<file path="config.mk">
export PLATFORM = sky130hd
export DESIGN_NAME = can_mbrx_top
export DESIGN_NICKNAME = d
export VERILOG_FILES = /design/src/rtl/can_mbrx_pkg.sv /design/src/rtl/can_mbrx_match.sv /design/src/rtl/can_mbrx_pick.sv /design/src/rtl/can_mbrx_slot.sv /design/src/rtl/can_mbrx_top.sv
export SDC_FILE = /design/constraint.sdc
export NUM_CORES = 2
export LEC_CHECK = 0
export ABC_AREA = 1
export BUFFER_PORTS_ARGS = -buffer_cell sky130_fd_sc_hd__buf_2
export CAP_MARGIN = 20
export CORE_MARGIN = 2
export CORE_UTILIZATION = 56
export CTS_CLUSTER_SIZE = 10
export DETAILED_ROUTE_END_ITERATION = 12
export PLACE_DENSITY_LB_ADDON = 0.05
export SLEW_MARGIN = 20
export SYNTH_ARGS = -nofsm -noshare
export SYNTH_HDL_FRONTEND = slang
export SYNTH_SLANG_ARGS = --single-unit
</file>
<file path="constraint.sdc">
create_clock -name clk -period 2.2 [get_ports clk]
set_input_delay 0.44 -clock clk [delete_from_list [all_inputs] [get_ports clk]]
set_output_delay 0.44 -clock clk [all_outputs]
set_load 0.02 [all_outputs]
</file>
<file path="src/rtl/can_mbrx_pkg.sv">
package can_mbrx_pkg;
    localparam int CAN_ID_W   = 29;
    localparam int CAN_DLC_W  = 4;
    localparam int CAN_DATA_W = 64;

    typedef enum logic [1:0] {
        SLOT_OFF  = 2'd0,
        SLOT_FREE = 2'd1,
        SLOT_FULL = 2'd2
    } slot_st_e;
endpackage

</file>
<file path="src/rtl/can_mbrx_match.sv">
module can_mbrx_match #(
    parameter int ID_W = 29
) (
    input  logic            en,
    input  logic [ID_W-1:0] rx_id,
    input  logic [ID_W-1:0] filt_id,
    input  logic [ID_W-1:0] filt_mask,
    output logic            hit
);
    logic [ID_W-1:0] diff;

    always_comb begin
        diff = (rx_id ^ filt_id) & ~filt_mask;
        hit  = en && (diff == '0);
    end
endmodule

</file>
<file path="src/rtl/can_mbrx_pick.sv">
module can_mbrx_pick #(
    parameter int N = 8
) (
    input  logic         clk,
    input  logic         rst_n,
    input  logic [N-1:0] elig,
    output logic [N-1:0] grant
);
    always_comb begin
        grant = elig & (~elig + {{(N-1){1'b0}}, 1'b1});
    end


    grant_onehot_chk: assert property (@(posedge clk) disable iff (!rst_n)
        $onehot0(grant));
endmodule

</file>
<file path="src/rtl/can_mbrx_slot.sv">
module can_mbrx_slot
    import can_mbrx_pkg::*;
#(
    parameter int ID_W   = CAN_ID_W,
    parameter int DLC_W  = CAN_DLC_W,
    parameter int DATA_W = CAN_DATA_W
) (
    input  logic              clk,
    input  logic              rst_n,
    input  logic              cfg_sel,
    input  logic              cfg_en,
    input  logic              cfg_ie,
    input  logic [ID_W-1:0]   cfg_id,
    input  logic [ID_W-1:0]   cfg_mask,
    input  logic              ack,
    input  logic              wr_en,
    input  logic [ID_W-1:0]   rx_id,
    input  logic [DLC_W-1:0]  rx_dlc,
    input  logic [DATA_W-1:0] rx_data,
    output logic              en,
    output logic              free,
    output logic              dn,
    output logic              ie,
    output logic [ID_W-1:0]   filt_id,
    output logic [ID_W-1:0]   filt_mask,
    output logic [ID_W-1:0]   st_id,
    output logic [DLC_W-1:0]  st_dlc,
    output logic [DATA_W-1:0] st_data
);
    slot_st_e state_q, state_d;

    // next-state logic
    always_comb begin
        state_d = state_q;
        if (cfg_sel) begin
            state_d = cfg_en ? SLOT_FREE : SLOT_OFF;
        end else begin
            unique case (state_q)
                SLOT_OFF:  state_d = SLOT_OFF;
                SLOT_FREE: if (wr_en) state_d = SLOT_FULL;
                SLOT_FULL: if (ack)   state_d = SLOT_FREE;
                default:   state_d = SLOT_OFF;
            endcase
        end
    end

    // state register
    always_ff @(posedge clk or negedge rst_n) begin
        if (!rst_n) state_q <= SLOT_OFF;
        else        state_q <= state_d;
    end

    // outputs decoded from state
    always_comb begin
        en   = 1'b0;
        free = 1'b0;
        dn   = 1'b0;
        unique case (state_q)
            SLOT_OFF:  ;
            SLOT_FREE: begin en = 1'b1; free = 1'b1; end
            SLOT_FULL: begin en = 1'b1; dn = 1'b1; end
            default:   ;
        endcase
    end

    // filter programming
    always_ff @(posedge clk or negedge rst_n) begin
        if (!rst_n) begin
            filt_id   <= '0;
            filt_mask <= '0;
            ie        <= 1'b0;
        end else if (cfg_sel) begin
            filt_id   <= cfg_id;
            filt_mask <= cfg_mask;
            ie        <= cfg_ie;
        end
    end

    // frame storage
    always_ff @(posedge clk or negedge rst_n) begin
        if (!rst_n) begin
            st_id   <= '0;
            st_dlc  <= '0;
            st_data <= '0;
        end else if (wr_en && !cfg_sel) begin
            st_id   <= rx_id;
            st_dlc  <= rx_dlc;
            st_data <= rx_data;
        end
    end


    slot_wr_free_chk: assert property (@(posedge clk) disable iff (!rst_n)
        wr_en |-> (state_q == SLOT_FREE));


    cfg_clears_dn_chk: assert property (@(posedge clk) disable iff (!rst_n)
        cfg_sel |=> !dn);
endmodule

</file>
<file path="src/rtl/can_mbrx_top.sv">
module can_mbrx_top
    import can_mbrx_pkg::*;
#(
    parameter int NBUF   = 8,
    parameter int ID_W   = CAN_ID_W,
    parameter int DLC_W  = CAN_DLC_W,
    parameter int DATA_W = CAN_DATA_W,
    localparam int IDX_W = (NBUF > 1) ? $clog2(NBUF) : 1
) (
    input  logic              clk,
    input  logic              rst_n,
    input  logic              rx_valid,
    input  logic [ID_W-1:0]   rx_id,
    input  logic [DLC_W-1:0]  rx_dlc,
    input  logic [DATA_W-1:0] rx_data,
    input  logic              cfg_we,
    input  logic [IDX_W-1:0]  cfg_idx,
    input  logic [ID_W-1:0]   cfg_id,
    input  logic [ID_W-1:0]   cfg_mask,
    input  logic              cfg_en,
    input  logic              cfg_ie,
    input  logic              clr_we,
    input  logic [IDX_W-1:0]  clr_idx,
    input  logic              ovf_clr,
    input  logic [IDX_W-1:0]  rd_idx,
    output logic [ID_W-1:0]   rd_id,
    output logic [DLC_W-1:0]  rd_dlc,
    output logic [DATA_W-1:0] rd_data,
    output logic [NBUF-1:0]   dn,
    output logic              ovf,
    output logic              irq
);
    logic [NBUF-1:0] cfg_sel, ack, en_v, free_v, ie_v, hit_v, cand, elig, grant;
    logic [ID_W-1:0]   f_id   [NBUF];
    logic [ID_W-1:0]   f_mask [NBUF];
    logic [ID_W-1:0]   s_id   [NBUF];
    logic [DLC_W-1:0]  s_dlc  [NBUF];
    logic [DATA_W-1:0] s_data [NBUF];
    logic ovf_q, irq_q, drop;

    for (genvar i = 0; i < NBUF; i++) begin : g_slot
        assign cfg_sel[i] = cfg_we && (cfg_idx == IDX_W'(i));
        assign ack[i]     = clr_we && (clr_idx == IDX_W'(i));

        can_mbrx_slot #(.ID_W(ID_W), .DLC_W(DLC_W), .DATA_W(DATA_W)) u_slot (
            .clk(clk), .rst_n(rst_n),
            .cfg_sel(cfg_sel[i]), .cfg_en(cfg_en), .cfg_ie(cfg_ie),
            .cfg_id(cfg_id), .cfg_mask(cfg_mask),
            .ack(ack[i]), .wr_en(grant[i]),
            .rx_id(rx_id), .rx_dlc(rx_dlc), .rx_data(rx_data),
            .en(en_v[i]), .free(free_v[i]), .dn(dn[i]), .ie(ie_v[i]),
            .filt_id(f_id[i]), .filt_mask(f_mask[i]),
            .st_id(s_id[i]), .st_dlc(s_dlc[i]), .st_data(s_data[i])
        );

        can_mbrx_match #(.ID_W(ID_W)) u_match (
            .en(en_v[i]), .rx_id(rx_id),
            .filt_id(f_id[i]), .filt_mask(f_mask[i]),
            .hit(hit_v[i])
        );
    end

    always_comb begin
        cand = hit_v & ~cfg_sel & {NBUF{rx_valid}};
        elig = cand & free_v;
        drop = (|cand) && !(|elig);
    end

    can_mbrx_pick #(.N(NBUF)) u_pick (
        .clk(clk), .rst_n(rst_n), .elig(elig), .grant(grant)
    );

    always_ff @(posedge clk or negedge rst_n) begin
        if (!rst_n) begin
            ovf_q <= 1'b0;
            irq_q <= 1'b0;
        end else begin
            irq_q <= |(grant & ie_v);
            if (drop)         ovf_q <= 1'b1;
            else if (ovf_clr) ovf_q <= 1'b0;
        end
    end

    always_comb begin
        ovf     = ovf_q;
        irq     = irq_q;
        rd_id   = s_id[rd_idx];
        rd_dlc  = s_dlc[rd_idx];
        rd_data = s_data[rd_idx];
    end


    no_overwrite_chk: assert property (@(posedge clk) disable iff (!rst_n)
        (|grant) |-> ((grant & dn) == '0));


    ovf_sticky_chk: assert property (@(posedge clk) disable iff (!rst_n)
        (ovf && !ovf_clr) |=> ovf);


    irq_src_chk: assert property (@(posedge clk) disable iff (!rst_n)
        irq |-> $past(rx_valid));


    off_no_store_chk: assert property (@(posedge clk) disable iff (!rst_n)
        (grant & ~en_v) == '0);
endmodule

</file>
# Word level (Yosys, flattened, before mapping)
# Cells that the tools add are included.
dict set report totals {
  output_inout_bits 107
  register_bits 1266
  elab_cells 278
  input_bits 172
}
dict set report classes {
  n_reduce_logical 72
  eq_ne 46
  add_sub_neg 1
  bitwise_logic 32
  n_mux 68
  magnitude_cmp 1
}
# op count
set op_table {}
lappend op_table {{AND 29 bit} 8}
lappend op_table {{logical NOT 29 bit} 8}
lappend op_table {{inverter 29 bit} 8}
lappend op_table {{XOR 29 bit} 8}
lappend op_table {{binary-select mux 64 bit (select 3 bit)} 1}
lappend op_table {{2-to-1 mux 64 bit} 2}
lappend op_table {{binary-select mux 29 bit (select 3 bit)} 1}
lappend op_table {{2-to-1 mux 29 bit} 2}
lappend op_table {{2-to-1 mux 2 bit} 24}
lappend op_table {{AND 8 bit} 5}
lappend op_table {{logical AND 1 bit} 33}
lappend op_table {{case mux 2 bit (2 select lines)} 8}
lappend op_table {{2-to-1 mux 1 bit} 27}
lappend op_table {{== test 3 bit, second input constant} 8}
lappend op_table {{inequality test 3 x 1 -> 1 bit, second input constant} 8}
lappend op_table {{inequality test 3 x 2 -> 1 bit, second input constant} 8}
lappend op_table {{OR reduction 8 bit} 3}
lappend op_table {{== test 2 x 1 -> 1 bit, second input constant} 8}
lappend op_table {{== test 2 bit, second input constant} 8}
lappend op_table {{inverter 8 bit} 2}
lappend op_table {{AND reduction 2 bit} 8}
lappend op_table {{OR reduction 2 bit} 8}
lappend op_table {{binary-select mux 4 bit (select 3 bit)} 1}
lappend op_table {{== test 3 x 2 -> 1 bit, second input constant} 4}
lappend op_table {{other kinds (8)} 19}

# Depth between registers and ports, before layout
dict set report depth {
  ltp_word 13
  depth_mapped 17
  depth_no_buf 16
}

# Modules after synthesis
# A second synthesis with hierarchy kept.
dict set report hier_totals {
  cells_unflattened 8394
  area_unflattened_um2 63183.1
}
# mod area_each_um2 seq_area_each_um2 n_inst cells_each
set by_module_without_submodules {}
lappend by_module_without_submodules {can_mbrx_slot 6233.5 3953.8 8 693}
lappend by_module_without_submodules {can_mbrx_top 7098.1 50.0 1 1310}
lappend by_module_without_submodules {can_mbrx_match 765.7 0.0 8 190}
lappend by_module_without_submodules {can_mbrx_pick 91.3 0.0 1 20}

# Worst setup path before layout
# Ideal clock, no wire load.
dict set report synth_timing {
  path_kind {input -> output}
  start {in rd_idx[0]}
  end {out rd_data[63]}
  required_ns 1.760
  n_path_buf 4
  path_slack_ns -0.309
  cell_stages 8
  t_arrival_ns 2.069
  cell_sequence {buf_2 -> clkbuf_1 -> clkbuf_1 -> clkbuf_1 -> nor2_1 -> nor2_1 -> o21ai_0 -> a31oi_1}
}
dict set report synth_via {
  elab_chain_cells 4
}
# item line_no
set synth_lines {}
lappend synth_lines {{from (decl)} can_mbrx_top.sv:25} ;# input logic [IDX_W-1:0] rd_idx,
lappend synth_lines {{inverter 3 -> 4 bit (not written as such)} can_mbrx_top.sv:89} ;# rd_data = s_data[rd_idx];
lappend synth_lines {{binary-select mux 64 bit (select 3 bit)} can_mbrx_top.sv:89}
lappend synth_lines {{2-to-1 mux 64 bit (not written as such) (2 in series)} can_mbrx_top.sv:89}
lappend synth_lines {{to (decl)} can_mbrx_top.sv:28} ;# output logic [DATA_W-1:0] rd_data,
# No other way between the ends. The select of a mux whose other input is x is not followed.

# Worst setup path after layout
dict set report layout_timing {
  start {reg g_slot[2].u_slot.state_q[1]}
  end {reg g_slot[2].u_slot.st_data[53]}
}
dict set report layout_via {
  elab_chain_cells 11
  word_cells_on_any_way 13
  cone_classes {add/sub: 1; eq/ne: 2; mux: 2; bitwise: 5; reduce/logical: 3}
}
# item line_no
set layout_lines {}
lappend layout_lines {{from (decl)} can_mbrx_slot.sv:30} ;# slot_st_e state_q, state_d;
lappend layout_lines {{from (signal assigned)} can_mbrx_slot.sv:50} ;# else state_q <= state_d;
lappend layout_lines {{== test 2 x 1 -> 1 bit / == test 2 bit (equally long branches)} can_mbrx_slot.sv:58} ;# unique case (state_q)
lappend layout_lines {{OR reduction 2 bit (no source line)} n/a}
lappend layout_lines {{2-to-1 mux 1 bit} can_mbrx_slot.sv:58}
lappend layout_lines {{logical AND 1 bit} can_mbrx_match.sv:14} ;# hit = en && (diff == '0);
lappend layout_lines {{AND 8 bit (2 in series)} can_mbrx_top.sv:64} ;# cand = hit_v & ~cfg_sel & {NBUF{rx_valid}};
lappend layout_lines {{AND 8 bit *} can_mbrx_top.sv:65} ;# elig = cand & free_v;
lappend layout_lines {{inverter 8 bit} can_mbrx_pick.sv:10} ;# grant = elig & (~elig + {{(N-1){1'b0}}, 1'b1});
lappend layout_lines {{adder 8 x 1 -> 8 bit} can_mbrx_pick.sv:10}
lappend layout_lines {{AND 8 bit *} can_mbrx_pick.sv:10}
lappend layout_lines {{logical AND 1 bit *} can_mbrx_slot.sv:85} ;# end else if (wr_en && !cfg_sel) begin
lappend layout_lines {{to (signal assigned)} can_mbrx_slot.sv:88} ;# st_data <= rx_data;
lappend layout_lines {{to (decl)} can_mbrx_slot.sv:28} ;# output logic [DATA_W-1:0] st_data
# Every way passes the cells marked *; elsewhere a longest branch is shown, timed or not.
# A chain may end at the register's enable or synchronous reset.

==> results summary <==
The run finished, with violations left. The checks that failed: setup timing. The leakage component of the power came out at 0.03517 uW.

The worst-case IR drop observed on VDD is 0.6751 mV. The worst hold path class is input pin to flop. The average wire length per cell after detail routing is roughly 22 um.

The largest individual stage delay along the critical path comes from the cell dfrtp_1. The area inside the core boundary came out at 101400 sq um. The pin count of the biggest net entering global routing is 115. The later-pin clock latency in the skew report came out at 0.77 ns. The clock-pin slew on the worst setup and hold paths is 0.06 ns. The most common cell after layout, fill and taps aside is nand2_1. The critical path goes through ha_1, nor2_1, nand2_1, a21oi_2, nand2_2, nor2_4, nand2_2, nor2_4, buf_6, nand2_8, buf_12, clkbuf_16, nand2_1, o21ai_0. The post-DP HPWL is 111000 um.

Static timing analysis puts the maximum clock frequency at 385.7 MHz. The floorplan step defined a die boundary enclosing 104600 sq um. The buffer and inverter count on the worst path is 3.

TritonCTS built the clock tree. The number of fill cells in the layout came out at 7613. After detailed routing, the number of vias per cell comes to 5.823. The actual slew at the worst max-slew pin came out at 1.000 ns. The share of total power dissipated in combinational logic is 16.9%. In the final layout, the share of cells above drive strength 1 is 22.64%. The total overflow left after global routing is 0. The critical path starts at g_slot[2].u_slot.state_q[1]$_DFFE_PN0P_. The via count of the first global-routing pass is 47980.

The worst setup path is of the flop to flop kind. The worst register-to-register path begins at g_slot[2].u_slot.state_q[1]$_DFFE_PN0P_. The final core area utilization is between 70% and 80%. Summed over all layers, the routed wires come to 197000 um. In this run, distinct cell masters in the synthesized netlist total 38. Summed over all nets, the switching power comes to 16440 uW. In this run switching power makes up 28.44% of total power. Clock tree synthesis inserted a total of 147 buffers.

The relative slew slack is 33.32%. Synthesis produced a netlist with a net count of 7216. The average footprint of a synthesized cell came out at just over 8 sq um. After detailed routing, the number of remaining DRC violations is 0. Leaving out fill and tap cells, the most frequent cells in the layout are 1599 x nand2_1, 1280 x o21ai_0, 1266 x dfrtp_1, 925 x nor2_1, 316 x buf_4. The number of hold violations in the final report was 0.

In the post-route analysis, the smallest setup slack over all paths is -0.3924 ns. The internal power contribution is a little over 40000 uW. Setup repair after global routing could not meet its margin everywhere. The worst setup path is launched from a flop. The number of levels in the clock H-tree came out at 4. The number of cells in the design after placement is around 8600. The share of the clock period used by the worst path came out at 117.8%. The beginning of the worst hold path is cfg_id[19]. The row count is 117. The die is 323.4 um wide. Of all nets on the critical path, the largest fanout is 10. The time the final worst path needs with I/O delays and setup came out at 2.592 ns.

The number of setup violations in the final report is 884. The synthesized netlist occupies a cell area of 57130 sq um. The relative area change from synthesis to final layout came out at 29.32%.

For the worst setup path, the data arrival time is 3.22 ns. The maximum clock path buffer count came out at 3. The initial cell density of the core came out at 56.32%. The number of iterations in the first detailed-routing pass came out at 8. The number of nets with antenna violations after routing came out at 0.

The final non-filler cell total came out at 8994. Global routing used 34.65% of the available tracks across all layers. The share of synthesized area occupied by flip-flops and latches is 55.45%.

The number of maximum-capacitance constraint violations came out at 0. The placer congestion estimate came out at 0.9080. After synthesis the netlist holds a flip-flop and latch count of 1266. The final layout contains 7786 nets. The first routing iteration left 5651 violations.

The count of input and output buffers is 278. The synthesized instance count came out at 7020. The clock net in this run drives a total of 1266 sinks. The number of top-level pins is between 200 and 300.

The delay of the slowest cell on the worst path is just under 0.4 ns. The first-pass GRT wire length is 279100 um. Dividing total power by cell area gives a power density of 782.5 nW/um^2. The share of total power in sequential cells is 45.3%.

The share of total power in the clock network came out at 37.8%. Detailed routing inserted a total of between 50000 and 60000 vias. On the final layout, the worst clock skew is 0.02325 ns. The number of antenna violations at the first check in global routing was 8. The buffer cell driving the clock tree root is clkbuf_16.

The critical path endpoint category is a flop. The die is 323.4 um tall. At the worst endpoint, the required time is 2.83 ns.

The number of max-slew violations in the final report came out at 0. The cell family contributing the most delay on the critical path is simple AND/OR/NAND/NOR gates. The count of yosys warnings during synthesis is 0.
-- power groups by stage --
stage | combinational [uW] | sequential (uW) | clock (uW)
finish | 9780 | 26200 | 21800
global route | 10800 | 26400 | 23000
CTS | 9290 | 26200 | 22000
detailed placement | 9140 | 26500 | 0
global placement | 8970 | 26500 | 0
floorplan | 5160 | 26300 | 0
-- routing by layer --
layer / global-route usage, % / part of all wire, % / vias to the layer above
met5: 0 / 0.0061 / -
met2: 56.46 / 47 / 2464
met1: 46.11 / 39 / 25320
li1: - / - / 24050
met3: 5.247 / 8.2 / 534
met4: 15.55 / 5.1 / 2
-- final timing paths --
check,cells after the start,to,slack (ns)
hold / removal,3,g_slot[5].u_slot.filt_id[19]$_DFFE_PN0P_,0.03
setup / recovery,14,g_slot[2].u_slot.st_data[53]$_DFFE_PN0P_,-0.39
hold reg to reg,2,g_slot[6].u_slot.filt_mask[23]$_DFFE_PN0P_,0.47
setup reg to reg,14,g_slot[2].u_slot.st_data[53]$_DFFE_PN0P_,-0.39
min in group asynchronous,2,g_slot[0].u_slot.st_data[4]$_DFFE_PN0P_,0.22
max in group asynchronous,4,g_slot[5].u_slot.st_data[56]$_DFFE_PN0P_,1.10
-- worst register-to-register path, cell delays in order, from the launching register on --
cell,delay (ns)
dfrtp_1,0.39
ha_1,0.30
nor2_1,0.09
nand2_1,0.11
a21oi_2,0.23
nand2_2,0.11
nor2_4,0.12
nand2_2,0.10
nor2_4,0.19
buf_6,0.15
nand2_8,0.10
buf_12,0.19
clkbuf_16,0.20
nand2_1,0.07
o21ai_0,0.10
-- sequential cells by signal, summed over array words and instances, names as in the netlist --
signal	count
g_slot.u_slot.st_data	512
g_slot.u_slot.filt_mask	232
g_slot.u_slot.st_id	232
g_slot.u_slot.st_dlc	32
g_slot.u_slot.filt_id	232
ovf	1
g_slot.u_slot.state_q	16
g_slot.u_slot.ie	8
irq	1
-- what timing repair did --
item / CTS / global route
setup buffers: 46 / 38
pin swaps: 16 / 67
hold buffers: 16 / 0
gates resized for setup: 224 / 828
cloned: 38 / 80
hold endpoints to repair: 136 / 0
setup endpoints to repair: 891 / 891
-- area by class of cell --
type                            count  area (sq um)  share of cell area (%)
Sequential cell                  1266         31680                   42.88
Tap cell                         1368          1712                   2.317
Timing Repair Buffer              895         10030                   13.58
Antenna cell                        4         10.01                 0.01355
Clock inverter                      4         35.03                 0.04742
Clock buffer                      177          4011                   5.429
Multi-Input combinational cell   4961         25180                   34.08
Inverter                          319          1227                   1.661
-- cells in the mapped netlist --
library cell,number,area [sq um]
a21boi_0,1,7.510
a21oi_1,58,290.3
a31o_2,3,26.28
a31oi_1,97,606.8
and3_1,1,6.260
buf_1,20,75.07
buf_2,93,465.5
buf_4,63,473.0
buf_6,12,135.1
clkbuf_1,285,1070
clkbuf_2,5,25.02
clkinv_1,3,11.26
dfrtp_1,1266,31680
ha_1,24,300.3
inv_1,308,1156
inv_2,8,30.03
nand2_1,1879,7053
nand2_2,3,18.77
nand2_4,3,33.78
nand3_1,50,250.2
nand3_2,3,30.03
nand3_4,2,35.03
nand3b_1,65,488.0
nand4_1,4,25.02
nor2_1,959,3600
nor2_2,7,43.79
nor2_8,1,20.02
nor3_1,2,10.01
nor4_1,1,6.260
o21ai_0,1538,7697
o21ai_1,118,590.6
o21bai_1,1,7.510
o22ai_1,98,613.1
o311ai_0,1,8.760
or2_0,6,37.54
or2_1,4,25.02
or2_2,25,156.4
xnor2_1,3,26.28
-- kinds of logic after synthesis --
| family | share of synthesized area, % |
|---|---|
| and+or+nand+nor | 20.72 |
| buffers and inverters | 6.022 |
| adders and majority gates | 0.5256 |
| AOI/OAI and AO/OA | 17.24 |
| xor gates and xnor gates | 0.04600 |
| DFF | 55.45 |
-- per-stage QoR --
step                      total power (uW)  setup slack, ns  instance area [sq um]  hold WS (ns)  TNS [ns]
after CTS                            57440          -0.3475                  69660     0.0008109   -219.91
after detailed placement             35670          -0.6815                  63450        0.3852   -431.15
after global placement               35430          -0.6290                  63450        0.3852   -401.06
final                                57820          -0.3924                  73890       0.03331   -199.95
after global routing                 60250          -0.4483                  73880       0.03159   -246.66
after floorplan                      31480          0.01848                  57790        0.1444         0
No activity file was read; power rests on OpenSTA's default activity.
